File: config.mk
export PLATFORM = sky130hd
export DESIGN_NAME = quad_front_end
export DESIGN_NICKNAME = d
export VERILOG_FILES = /design/src/rtl/qfe_pkg.sv /design/src/rtl/qfe_ctrl.sv /design/src/rtl/qfe_glitch_filter.sv /design/src/rtl/qfe_datapath.sv /design/src/rtl/quad_front_end.sv
export SDC_FILE = /design/constraint.sdc
export NUM_CORES = 1
export LEC_CHECK = 0
export BUFFER_PORTS_ARGS = -buffer_cell sky130_fd_sc_hd__buf_2
export CAP_MARGIN = 20
export CORE_MARGIN = 2
export CORE_UTILIZATION = 40
export CTS_BUF_LIST = sky130_fd_sc_hd__clkbuf_8
export CTS_CLUSTER_SIZE = 24
export DETAILED_ROUTE_END_ITERATION = 16
export PLACE_DENSITY_LB_ADDON = 0.12
export REMOVE_ABC_BUFFERS = 1
export SLEW_MARGIN = 40
export SYNTH_ARGS = -nofsm -noshare
export SYNTH_HDL_FRONTEND = slang
export SYNTH_HIERARCHICAL = 1
export SYNTH_SLANG_ARGS = --single-unit
export TNS_END_PERCENT = 50
File: constraint.sdc
create_clock -name filterClk -period 2.4 [get_ports filterClk]
set_input_delay 0.12 -clock filterClk [delete_from_list [all_inputs] [get_ports filterClk]]
set_output_delay 0.12 -clock filterClk [all_outputs]
set_load 0.005 [all_outputs]
File: src/rtl/qfe_pkg.sv
package qfe_pkg;

  typedef enum logic [1:0] {
    MODE_CNTDIR = 2'b00,
    MODE_X1     = 2'b01,
    MODE_X2     = 2'b10,
    MODE_X4     = 2'b11
  } decode_mode_e;

  // Strobes and mode handed from control to datapath
  typedef struct packed {
    logic         sampleTick;
    logic         clearNoise;
    decode_mode_e mode;
  } ctrl_strobe_t;

  localparam int NUM_CH  = 4;
  localparam int CH_A    = 0;
  localparam int CH_B    = 1;
  localparam int CH_IDX  = 2;
  localparam int CH_GATE = 3;

endpackage

File: src/rtl/qfe_ctrl.sv
module qfe_ctrl
  import qfe_pkg::*;
#(
  parameter int PRESCALE_W = 8
) (
  input  logic                  clk,
  input  logic                  rstN,
  input  logic                  cfgWe,
  input  logic [PRESCALE_W-1:0] cfgPrescale,
  input  logic [1:0]            cfgMode,
  input  logic                  noiseClr,
  output ctrl_strobe_t          strobes
);

  logic [PRESCALE_W-1:0] prescaleReg;
  logic [PRESCALE_W-1:0] divCnt;
  decode_mode_e          modeReg;
  logic                  tick;

  assign tick = (divCnt == '0);

  always_ff @(posedge clk) begin
    if (!rstN) begin
      prescaleReg <= '0;
      modeReg     <= MODE_X4;
      divCnt      <= '0;
    end else if (cfgWe) begin
      prescaleReg <= cfgPrescale;
      modeReg     <= decode_mode_e'(cfgMode);
      divCnt      <= '0;
    end else if (tick) begin
      divCnt <= prescaleReg;
    end else begin
      divCnt <= divCnt - 1'b1;
    end
  end

  always_comb begin
    strobes.sampleTick = tick;
    strobes.clearNoise = noiseClr;
    strobes.mode       = modeReg;
  end

  // Checker: independent count of the gap between ticks
  logic [PRESCALE_W:0] gapCnt;
  logic                gapValid;

  always_ff @(posedge clk) begin
    if (!rstN || cfgWe) begin
      gapCnt   <= '0;
      gapValid <= 1'b0;
    end else if (tick) begin
      gapCnt   <= '0;
      gapValid <= 1'b1;
    end else begin
      gapCnt <= gapCnt + 1'b1;
    end
  end

  assert_tick_spacing_R1: assert property (@(posedge clk) disable iff (!rstN)
    (tick && gapValid && !cfgWe) |-> (gapCnt == {1'b0, prescaleReg}));

  assert_write_restarts_R1: assert property (@(posedge clk) disable iff (!rstN)
    cfgWe |=> tick);

endmodule

File: src/rtl/qfe_glitch_filter.sv
module qfe_glitch_filter (
  input  logic clk,
  input  logic rstN,
  input  logic sampleTick,
  input  logic din,
  output logic level,
  output logic noise
);

  logic lastSample;

  always_ff @(posedge clk) begin
    if (!rstN) begin
      lastSample <= 1'b0;
      level      <= 1'b0;
    end else if (sampleTick) begin
      lastSample <= din;
      if (din == lastSample) level <= din;
    end
  end

  // A candidate from the previous tick that this tick does not confirm
  assign noise = sampleTick && (lastSample != level) && (din != lastSample);

  assert_level_on_tick_R2: assert property (@(posedge clk) disable iff (!rstN)
    !sampleTick |=> $stable(level));

endmodule

File: src/rtl/qfe_datapath.sv
module qfe_datapath
  import qfe_pkg::*;
#(
  parameter int SYNC_STAGES = 2
) (
  input  logic         clk,
  input  logic         rstN,
  input  ctrl_strobe_t strobes,
  input  logic         rawA,
  input  logic         rawB,
  input  logic         rawIdx,
  input  logic         rawGate,
  output logic         countEn,
  output logic         countUp,
  output logic         idxPulse,
  output logic         noiseErr
);

  logic [NUM_CH-1:0] rawVec;
  logic [NUM_CH-1:0] syncVec;
  logic [NUM_CH-1:0] lvl;
  logic [NUM_CH-1:0] chNoise;

  assign rawVec = {rawGate, rawIdx, rawB, rawA};

  for (genvar ch = 0; ch < NUM_CH; ch++) begin : g_chan
    logic [SYNC_STAGES-1:0] syncSh;

    always_ff @(posedge clk) begin
      if (!rstN) syncSh <= '0;
      else       syncSh <= {syncSh[SYNC_STAGES-2:0], rawVec[ch]};
    end

    assign syncVec[ch] = syncSh[SYNC_STAGES-1];

    qfe_glitch_filter u_filter (
      .clk        (clk),
      .rstN       (rstN),
      .sampleTick (strobes.sampleTick),
      .din        (syncVec[ch]),
      .level      (lvl[ch]),
      .noise      (chNoise[ch])
    );
  end

  logic prevA, prevB, prevIdx;
  logic edgeA, edgeB, dualEdge;
  logic cntNext, upNext, setNoise;

  assign edgeA = lvl[CH_A] ^ prevA;
  assign edgeB = lvl[CH_B] ^ prevB;
  assign dualEdge = edgeA && edgeB && (strobes.mode != MODE_CNTDIR);

  always_comb begin
    cntNext = 1'b0;
    upNext  = lvl[CH_A] ^ prevB;
    unique case (strobes.mode)
      MODE_CNTDIR: begin
        cntNext = edgeA && lvl[CH_A] && lvl[CH_GATE];
        upNext  = lvl[CH_B];
      end
      MODE_X1: cntNext = edgeA && lvl[CH_A] && !edgeB;
      MODE_X2: cntNext = edgeA && !edgeB;
      MODE_X4: cntNext = edgeA ^ edgeB;
      default: cntNext = 1'b0;
    endcase
  end

  assign setNoise = chNoise[CH_A] || chNoise[CH_B] || dualEdge;

  always_ff @(posedge clk) begin
    if (!rstN) begin
      prevA    <= 1'b0;
      prevB    <= 1'b0;
      prevIdx  <= 1'b0;
      countEn  <= 1'b0;
      countUp  <= 1'b0;
      idxPulse <= 1'b0;
      noiseErr <= 1'b0;
    end else begin
      prevA    <= lvl[CH_A];
      prevB    <= lvl[CH_B];
      prevIdx  <= lvl[CH_IDX];
      countEn  <= cntNext;
      countUp  <= cntNext ? upNext : countUp;
      idxPulse <= lvl[CH_IDX] && !prevIdx;
      if (setNoise)                noiseErr <= 1'b1;
      else if (strobes.clearNoise) noiseErr <= 1'b0;
    end
  end

  assert_noise_sticky_R4: assert property (@(posedge clk) disable iff (!rstN)
    (noiseErr && !strobes.clearNoise) |=> noiseErr);

  assert_noise_set_wins_R4: assert property (@(posedge clk) disable iff (!rstN)
    (chNoise[CH_A] || chNoise[CH_B]) |=> noiseErr);

  assert_dual_edge_no_count_R10: assert property (@(posedge clk) disable iff (!rstN)
    dualEdge |=> (!countEn && noiseErr));

  assert_gate_blocks_R9: assert property (@(posedge clk) disable iff (!rstN)
    (strobes.mode == MODE_CNTDIR && !lvl[CH_GATE]) |=> !countEn);

  assert_index_single_R11: assert property (@(posedge clk) disable iff (!rstN)
    idxPulse |=> !idxPulse);

endmodule

File: src/rtl/quad_front_end.sv
module quad_front_end
  import qfe_pkg::*;
#(
  parameter int PRESCALE_W  = 8,
  parameter int SYNC_STAGES = 2
) (
  input  logic                  filterClk,
  input  logic                  rstN,
  input  logic                  cfgWe,
  input  logic [PRESCALE_W-1:0] cfgPrescale,
  input  logic [1:0]            cfgMode,
  input  logic                  noiseClr,
  input  logic                  encA,
  input  logic                  encB,
  input  logic                  encIdx,
  input  logic                  encGate,
  output logic                  countEn,
  output logic                  countUp,
  output logic                  idxPulse,
  output logic                  noiseErr
);

  ctrl_strobe_t strobes;

  qfe_ctrl #(.PRESCALE_W(PRESCALE_W)) u_ctrl (
    .clk         (filterClk),
    .rstN        (rstN),
    .cfgWe       (cfgWe),
    .cfgPrescale (cfgPrescale),
    .cfgMode     (cfgMode),
    .noiseClr    (noiseClr),
    .strobes     (strobes)
  );

  qfe_datapath #(.SYNC_STAGES(SYNC_STAGES)) u_datapath (
    .clk      (filterClk),
    .rstN     (rstN),
    .strobes  (strobes),
    .rawA     (encA),
    .rawB     (encB),
    .rawIdx   (encIdx),
    .rawGate  (encGate),
    .countEn  (countEn),
    .countUp  (countUp),
    .idxPulse (idxPulse),
    .noiseErr (noiseErr)
  );

  assert_reset_quiet_R12: assert property (@(posedge filterClk)
    !rstN |=> (!countEn && !idxPulse && !noiseErr));

endmodule

==> results of run 1 <==
## how the worst min path moves through the flow
stage / from / end / cells past startpoint
final: encIdx / u_datapath/g_chan[2].syncSh[0] / 2
after global routing: encA / u_datapath/g_chan[0].syncSh[0] / 2
after CTS: encA / u_datapath/g_chan[0].syncSh[0] / 2
after detailed placement: encA / u_datapath/g_chan[0].syncSh[0] / 2
after global placement: encB / u_datapath/g_chan[1].syncSh[0] / 2
after floorplan: rstN / u_ctrl/modeReg[0] / 1
## layout by cell type (no fill, tap or decap), types with 2 or more instances in the layout
master,instances
sky130_fd_sc_hd__a211oi_2,5
sky130_fd_sc_hd__a21boi_1,2
sky130_fd_sc_hd__a21o_2,4
sky130_fd_sc_hd__a21oi_1,3
sky130_fd_sc_hd__a311oi_1,2
sky130_fd_sc_hd__a32o_1,4
sky130_fd_sc_hd__and2_1,14
sky130_fd_sc_hd__buf_2,21
sky130_fd_sc_hd__clkbuf_8,5
sky130_fd_sc_hd__clkinv_2,2
sky130_fd_sc_hd__dfxtp_1,41
sky130_fd_sc_hd__ha_1,7
sky130_fd_sc_hd__inv_1,9
sky130_fd_sc_hd__mux2_2,2
sky130_fd_sc_hd__mux2i_1,16
sky130_fd_sc_hd__nand2_1,7
sky130_fd_sc_hd__nand2b_1,6
sky130_fd_sc_hd__nand3b_1,3
sky130_fd_sc_hd__nor2_1,9
sky130_fd_sc_hd__nor2b_1,14
sky130_fd_sc_hd__o21ai_0,2
sky130_fd_sc_hd__or2b_1,2
sky130_fd_sc_hd__or3b_1,2
sky130_fd_sc_hd__xnor2_1,2
sky130_fd_sc_hd__xor2_1,4
## registers in the layout (all words and copies together) (netlist names), 2 cells and up
name,flops
u_datapath/g_chan.syncSh,8
u_ctrl/divCnt,8
u_ctrl/prescaleReg,8
u_datapath/g_chan.u_filter/lastSample,4
u_datapath/g_chan.u_filter/level,4
u_ctrl/modeReg,2
## through the flow
step	instances	utilization [%]	hold WS, ns
final	251	46.6	0.0303
after global routing	251	46.6	0.0193
after CTS	251	46.6	0.0187
after detailed placement	243	44.7	0.330
after global placement	243	44.7	0.325
after floorplan	169	-	0.182
## where the power goes
| part | internal (mW) | switching (mW) |
|---|---|---|
| logic | 0.384 | 0.487 |
| registers | 0.763 | 0.0729 |
| clock network | 0.201 | 0.236 |
| total | 1.35 | 0.796 |
## routing by layer
| metal | track usage, % | up-vias | wire length, µm | share of wire, % |
|---|---|---|---|---|
| met4 | 6.29 | 0 | 47 | 1.5 |
| met1 | 16.4 | 559 | 1510 | 48 |
| met5 | 0 | - | 0 | 0 |
| met2 | 21.8 | 27 | 1380 | 44 |
| li1 | - | 642 | - | - |
| met3 | 4.78 | 5 | 185 | 5.9 |
## area by class of cell
cell class,instances,area [µm²]
fill,423,2320
multi-input combinational,119,912
clock inverter,3,17.5
tap,52,65.1
sequential,41,821
clock buffer,5,68.8
inverter,9,33.8
timing repair buffer,22,113
==> reports/metrics.yaml, run 1 <==
antenna_cells_inserted: 0
fin_nets: 223
max-clock-path-buffers: 2
r2r_setup_slack_ns: 0.26
core.rowCount: 24
vias: 1233
cts-buffers-inserted: 5
power_per_cell_area_nw_per_um2: 1060
critical_path_class: "reg -> reg"
route.detailed.vias_per_inst: 4.91
cp_num_cells: 5
drc: 0
aggregate_global_route_resource_usage_pct: 13.6
p_leak_nw: 0.911
place_ws_ns: 0.266
postCtsResizedCells: 0
fin_setup_tns_ns: 0
finalHoldViolations: 0
drive_gt1_share_pct: 21.6
critical_path.startpoint: "u_ctrl/divCnt[4]"
synthesis.area_um2: 1810
fp.dieH_um: 71.2
timing.rr.start: "u_ctrl/divCnt[4]"
first_global_vias: 1200
setup_violators_final: 0
run_status: "completed"
antenna_violations_before_repair: 0
worst_ir_drop_vdd_mv: 0.452
hold_path_class: "in -> reg"
crit_path_top_delay_cell: "sky130_fd_sc_hd__or4_1"
area_delta_synth_final_pct: 12.3
routed_wl_um: 3120
fin_ws_ns: 0.262
final_cell_area_um2: 2030
wire_length_of_the_first_global_routing_pass_um: 5380
clock-sinks: 41
max_slew_margin_pct: 64.1
drt_first_pass_iters: 4
crit_path_max_incr_delay_ns: 0.55
r2r.worst_path.cells: 5
critical_path.cell_chain: "or4_1 -> or3_4 -> inv_1 -> nand2b_1 -> a32o_1"
max_slew.worst_pin.slew_ns: 0.539
cts.root.buffer_cell: "sky130_fd_sc_hd__clkbuf_8"
wl_per_cell_um: 12.4
path_max_fanout: 14
post-layout-total-power_mw: 2.14
cts_tree: "done"
cts.clk_slew.worst_paths_ns: 0.08
postCtsHoldBufs: 0
floorplan.initialDensity_pct: 41.5
timing.critical_path.max_delay_family: "simple AND/OR/NAND/NOR gates"
drv_slew: 0
syn-instance-count: 176
fin_skew_ns: 0.00470
floorplan.die_area_um2: 5070
crit_buf_inv: 1
grt_max_degree: 39
die_w_um: 71.2
maxCapViolations: 0
port_buffers: 21
worstReg2RegEnd: "u_datapath/g_chan[2].u_filter/level"
gp_congestion: 0.762
endpoint: "u_datapath/g_chan[2].u_filter/level"
timing.critical_path.required_ns: 2.59
max_freq_mhz: 468
clk-insertion-delay-late_ns: 0.29
worstSetupEndpointType: "register"
min_period_over_period_pct: 89.1
fin_crit_ns: 2.14
drt_initial_violations: 45
boundaryPins: 22
postCtsSetupBuffers: 0
final_antenna_net_count: 0
grt_overflow: 0
worst_setup_path_start_kind: "register"
rsz0062_at_grt: "no"
synth-warning-count: 6
place.detailed.hpwl_um: 2180
syn_area_per_cell_um2: 10.3
timing.critical_path.arrival_ns: 2.33
placement.cell_area_um2: 1940
floorplan.core_area_um2: 4350
h-tree-depth: 2
Note: power is estimated with default switching activity, not from simulation.
==> inputs of run 2 (changes only) <==
==> constraint.sdc (replaced) <==
create_clock -name filterClk -period 2 [get_ports filterClk]
set_input_delay 0.1 -clock filterClk [delete_from_list [all_inputs] [get_ports filterClk]]
set_output_delay 0.1 -clock filterClk [all_outputs]
set_load 0.005 [all_outputs]
==> run 2 against run 1 <==
- die area is the same
- flip-flop and latch count is the same
- routed wire length shrank 1.7%
- critical path depth grew 1
- count of clock-buffer cells in the layout grew 1
- setup slack lost 0.19 ns
- fmax grew 11%
- total power grew 32%
- cell count grew 1.6%
- first-iteration DRC count shrank 40%
- final area grew 3.7%
- core utilization grew 1.7 points
- critical endpoint unchanged
- highest routed layer unchanged
==> reports/metrics.yaml, run 2 (same netlist as run 1, synthesis figures left out) <==
clock-sinks: 41  # unchanged
setup_violators_final: 0  # unchanged
postCtsResizedCells: 0  # unchanged
gp_congestion: 0.752  # -1.4%
switch_share_pct: 33.3  # -3.8 points
fin_setup_tns_ns: 0  # unchanged
routed_wl_um: 3070  # -1.7%
wl_per_cell_um: 12.0  # -3.2%
clock_power_share_pct: 23.6  # +3.2 points
drive_gt1_share_pct: 22.2  # +0.56 points
rsz0062_at_grt: "no"
timing.critical_path.arrival_ns: 2.11  # -0.22 ns
run_status: "completed"
leading_cell_type_in_the_layout_fill_and_taps_excluded: "sky130_fd_sc_hd__dfxtp_1"
placement.cell_area_um2: 1980  # +1.8%
timing.critical_path.max_delay_family: "simple AND/OR/NAND/NOR gates"
port_buffers: 21  # unchanged
grt_max_degree: 39  # unchanged
fin_cells: 255  # +1.6%
min_period_over_period_pct: 96.4  # +7.3 points
cts.root.buffer_cell: "sky130_fd_sc_hd__clkbuf_8"
utilization_pct: 48.4  # +1.7 points
floorplan.initialDensity_pct: 41.5  # unchanged
core.rowCount: 24  # unchanged
drt_initial_violations: 27  # -40%
fin_worst_hold_slack_ns: 0.0136  # -0.0167 ns
cts.clk_slew.worst_paths_ns: 0.07  # about the same
worst_ir_drop_vdd_mv: 0.552  # +22%
drt_first_pass_iters: 4  # unchanged
finalHoldViolations: 0  # unchanged
path_max_fanout: 14  # unchanged
cts_tree: "done"
max-clock-path-buffers: 2  # unchanged
fin_skew_ns: 0.00579  # +0.00110 ns
crit_buf_inv: 2  # +1
final_antenna_net_count: 0  # unchanged
max_slew_margin_pct: 64.1  # about the same
drc: 0  # unchanged
net_switching_power_of_the_design_uw: 942  # +18%
final_cell_area_um2: 2110  # +3.7%
antenna_cells_inserted: 0  # unchanged
hold_path_class: "in -> reg"
cts-buffers-inserted: 5  # unchanged
power_frac_comb_pct: 41.4  # +0.8 points
vias: 1257  # +1.9%
maxCapViolations: 0  # unchanged
wire_length_of_the_first_global_routing_pass_um: 5390  # +0.24%
fin_nets: 227  # +1.8%
boundaryPins: 22  # unchanged
area_delta_synth_final_pct: 16.5
worst_setup_path_start_kind: "register"
fp.dieH_um: 71.2  # unchanged
internal-power_mw: 1.89  # +40%
die_w_um: 71.2  # unchanged
grt_overflow: 0  # unchanged
antenna_violations_before_repair: 0  # unchanged
clk-insertion-delay-late_ns: 0.29  # about the same
crit_path_top_delay_cell: "sky130_fd_sc_hd__or4_1"
h-tree-depth: 2  # unchanged
post-place-cells: 246  # +1.2%
timing.critical_path.required_ns: 2.18  # -0.41 ns
critical_path_class: "reg -> reg"
floorplan.core_area_um2: 4350  # unchanged
worstSetupEndpointType: "register"
crit_path_max_incr_delay_ns: 0.54  # about the same
floorplan.die_area_um2: 5070  # unchanged
critical_path.cell_chain: "or4_1 -> or3_4 -> inv_1 -> buf_12 -> nand2b_1 -> a32o_1"
fin_crit_ns: 1.93  # -0.210 ns
biggestRegsByFlops: "u_ctrl/divCnt (8), u_ctrl/prescaleReg (8), u_datapath/g_chan.syncSh (8)"
route.detailed.vias_per_inst: 4.93  # +0.35%
sequentialPowerShare_pct: 35.1  # -3.9 points
layout_common_cells: "41 x sky130_fd_sc_hd__dfxtp_1, 21 x sky130_fd_sc_hd__buf_2, 16 x sky130_fd_sc_hd__mux2i_1, 14 x sky130_fd_sc_hd__nor2b_1, 14 x sky130_fd_sc_hd__and2_1"
max_freq_mhz: 519  # +11%
max_slew.worst_pin.slew_ns: 0.539  # -0.0000345 ns
drv_slew: 0  # unchanged
p_leak_nw: 0.953  # +4.7%
power_per_cell_area_nw_per_um2: 1340  # +27%
place.detailed.hpwl_um: 2180  # about the same
aggregate_global_route_resource_usage_pct: 13.6  # +0.016 points
first_global_vias: 1228  # +2.3%
run 2: layout make-up:
cell class / count / area [µm²]
sequential: 41 / 821
tap: 52 / 65.1
fill: 408 / 2250
timing repair buffer: 26 / 158
clock buffer: 6 / 82.6
multi-input combinational: 119 / 912
inverter: 9 / 33.8
clock inverter: 2 / 33.8
run 2: per-layer routing:
layer / vias up / GRT usage (%) / part of all wire [%]
met5: - / 0 / 0
met4: 0 / 8.81 / 2.6
met3: 7 / 3.66 / 5.1
met2: 27 / 20.8 / 42
met1: 572 / 17.0 / 50
li1: 651 / - / -
run 2: metrics by stage:
stage	power [mW]	setup WS, ns
5_1_grt	3.01	0.0193
3_5_place_dp	2.18	0.0759
3_3_place_gp	2.14	0.121
2_1_floorplan	1.82	-0.0488
4_1_cts	2.85	0.0688
6_report	2.83	0.0726
run 2: final timing paths:
| check | cells past startpoint | slack [ns] | to | start |
|---|---|---|---|---|
| worst max register to register | 6 | 0.07 | u_datapath/g_chan[2].u_filter/level | u_ctrl/divCnt[4] |
| worst min register to register | 1 | 0.40 | u_datapath/idxPulse | u_datapath/prevIdx |
| worst max-delay path | 6 | 0.07 | u_datapath/g_chan[2].u_filter/level | u_ctrl/divCnt[4] |
| worst min-delay path | 2 | 0.01 | u_datapath/g_chan[0].syncSh[0] | encA |
run 2: power groups by stage:
stage | registers (mW) | logic (mW) | clock network [mW]
finish | 0.992 | 1.17 | 0.667
global placement | 1.01 | 1.14 | 0
floorplan | 0.999 | 0.825 | 0
global route | 1.01 | 1.27 | 0.727
detailed placement | 1.01 | 1.17 | 0
CTS | 0.992 | 1.17 | 0.691
run 2: repair_timing:
item	CTS	global route
hold buffers	1	0
buffers inserted	0	0
endpoints found under the hold margin	1	0
==> inputs of run 3 (changes only) <==
--- a/config.mk
+++ b/config.mk
@@ -7,7 +7,6 @@
 export LEC_CHECK = 0
 export BUFFER_PORTS_ARGS = -buffer_cell sky130_fd_sc_hd__buf_2
 export CAP_MARGIN = 20
-export CORE_MARGIN = 2
 export CORE_UTILIZATION = 40
 export CTS_BUF_LIST = sky130_fd_sc_hd__clkbuf_8
 export CTS_CLUSTER_SIZE = 24
==> run 3 against run 2 <==
- flip-flop and latch count unchanged
- combinational power about the same
- clock power increased by 15%
- first-iteration DRC count unchanged
- highest routed layer unchanged
- core utilization increased by 0.17 points
- clock skew decreased by 0.0029 ns
- critical path type unchanged
- sequential share of layout area decreased by 0.14 points
- setup slack improved by 0.027 ns
- routed wire length decreased by 5.9%
- final area increased by 0.36%
- non-clock buffer count decreased by 1
==> reports/metrics.yaml, run 3 (same netlist as run 1, synthesis figures left out) <==
crit_path_max_incr_delay_ns: 0.54  # about the same
power_per_cell_area_nw_per_um2: 1380  # +3.1%
drv_slew: 0  # unchanged
setup_violators_final: 0  # unchanged
switch_share_pct: 32.3  # -1.0 points
drt_initial_violations: 27  # unchanged
cts_tree: "done"
layout_common_cells: "41 x sky130_fd_sc_hd__dfxtp_1, 21 x sky130_fd_sc_hd__buf_2, 16 x sky130_fd_sc_hd__mux2i_1, 14 x sky130_fd_sc_hd__nor2b_1, 14 x sky130_fd_sc_hd__and2_1"
critical_path.cell_chain: "or4_1 -> or3_4 -> inv_2 -> buf_12 -> nand2b_1 -> a32o_1"
cts.root.buffer_cell: "sky130_fd_sc_hd__clkbuf_8"
place_ws_ns: 0.0754  # -0.000517 ns
wl_per_cell_um: 11.4  # -5.6%
worstSetupEndpointType: "register"
leading_cell_type_in_the_layout_fill_and_taps_excluded: "sky130_fd_sc_hd__dfxtp_1"
timing.critical_path.required_ns: 2.18  # about the same
biggestRegsByFlops: "u_ctrl/divCnt (8), u_ctrl/prescaleReg (8), u_datapath/g_chan.syncSh (8)"
drive_gt1_share_pct: 23.3  # +1.1 points
wire_length_of_the_first_global_routing_pass_um: 5150  # -4.5%
fin_crit_ns: 1.90  # -0.0274 ns
worst_ir_drop_vdd_mv: 0.547  # -0.87%
aggregate_global_route_resource_usage_pct: 13.7  # +0.062 points
hold_path_class: "in -> reg"
path_max_fanout: 14  # unchanged
net_switching_power_of_the_design_uw: 944  # +0.23%
area.sequential_um2: 821  # unchanged
floorplan.die_area_um2: 4790  # -5.5%
vias: 1219  # -3.0%
multiInputGateArea_um2: 912  # unchanged
clock_power_share_pct: 26.3  # +2.7 points
final_antenna_net_count: 0  # unchanged
antenna_cells_inserted: 0  # unchanged
crit_path_top_delay_cell: "sky130_fd_sc_hd__or4_1"
rsz0062_at_grt: "no"
floorplan.core_area_um2: 4350  # unchanged
maxCapViolations: 0  # unchanged
clock-sinks: 41  # unchanged
worst_setup_path_start_kind: "register"
timing.critical_path.arrival_ns: 2.08  # -0.03 ns
post-layout-total-power_mw: 2.93  # +3.4%
antenna_violations_before_repair: 0  # unchanged
die_w_um: 69.2  # -2.8%
fillCellCount: 413  # +1.2%
placement.cell_area_um2: 1980  # unchanged
h-tree-depth: 2  # unchanged
cts-buffers-inserted: 5  # unchanged
final_cell_area_um2: 2110  # +0.36%
critical_path_class: "reg -> reg"
max-clock-path-buffers: 2  # unchanged
fp.dieH_um: 69.2  # -2.8%
boundaryPins: 22  # unchanged
utilization_pct: 48.5  # +0.17 points
internal-power_mw: 1.98  # +5.0%
route.detailed.vias_per_inst: 4.80  # -2.6%
area_delta_synth_final_pct: 16.9
run_status: "completed"
sequentialPowerShare_pct: 33.9  # -1.2 points
drc: 0  # unchanged
drt_first_pass_iters: 4  # unchanged
routed_wl_um: 2890  # -5.9%
fin_nets: 226  # -0.44%
max_freq_mhz: 526  # +1.4%
postCtsSetupBuffers: 0  # unchanged
grt_overflow: 0  # unchanged
first_global_vias: 1192  # -2.9%
finalHoldViolations: 0  # unchanged
fin_skew_ns: 0.00293  # -0.00287 ns
cts.clk_slew.worst_paths_ns: 0.08  # about the same
max_slew_margin_pct: 64.5  # +0.44 points
clk-insertion-delay-late_ns: 0.29  # about the same
power_frac_comb_pct: 39.9  # -1.5 points
place.detailed.hpwl_um: 2070  # -5.1%
floorplan.initialDensity_pct: 41.5  # unchanged
fin_ws_ns: 0.100  # +0.0274 ns
grt_max_degree: 39  # unchanged
core.rowCount: 24  # unchanged
gp_congestion: 0.770  # +2.5%
fin_worst_hold_slack_ns: 0.0143  # +0.000764 ns
p_leak_nw: 0.953  # about the same
port_buffers: 21  # unchanged
postCtsHoldBufs: 0  # -1
min_period_over_period_pct: 95.0  # -1.4 points
max_slew.worst_pin.slew_ns: 0.532  # -0.00664 ns
run 3: cell type report:
type / instances / area share [%]
Clock buffer: 5 / 3.26
Clock inverter: 3 / 3.08
Sequential cell: 41 / 38.8
Inverter: 9 / 1.60
Timing Repair Buffer: 25 / 6.99
Tap cell: 52 / 3.08
Multi-Input combinational cell: 119 / 43.2
run 3: routing by layer:
metal	share of wire (%)	track usage [%]	vias to the layer above
met1	51	17.6	538
met3	5.5	5.09	6
li1	-	-	647
met5	0	0	-
met4	2.0	6.12	0
met2	42	20.5	28
run 3: stage by stage:
stage / setup TNS, ns / instances
global route: 0 / 254
finish: 0 / 254
floorplan: -0.195 / 169
detailed placement: 0 / 246
CTS: 0 / 254
global placement: 0 / 246
run 3: worst max-delay path: cells and delay by family, from the launching register on:
family          cells  cell delay, ns
compound gates      1            0.25
buf+inv             2            0.20
flops               1            0.34
simple gates        3            1.00
run 3: path summary, 6_finish.rpt:
check | startpoint | end | slack, ns | cells past startpoint
max | u_ctrl/divCnt[4] | u_datapath/g_chan[2].u_filter/level | 0.10 | 6
min | encB | u_datapath/g_chan[1].syncSh[0] | 0.01 | 2
max reg2reg | u_ctrl/divCnt[4] | u_datapath/g_chan[2].u_filter/level | 0.10 | 6
min reg2reg | u_datapath/prevIdx | u_datapath/idxPulse | 0.39 | 1
run 3: timing repair:
item	CTS	global route
hold endpoints to repair	0	0
endpoints found under the setup margin	0	1
resized for setup	0	1
run 3: power groups by stage:
stage / Clock [mW] / Sequential [mW] / Combinational [mW]
after floorplan: 0 / 0.999 / 0.825
after global placement: 0 / 1.01 / 1.14
after detailed placement: 0 / 1.01 / 1.16
after CTS: 0.793 / 0.991 / 1.17
after global routing: 0.836 / 1.01 / 1.28
final: 0.769 / 0.991 / 1.17
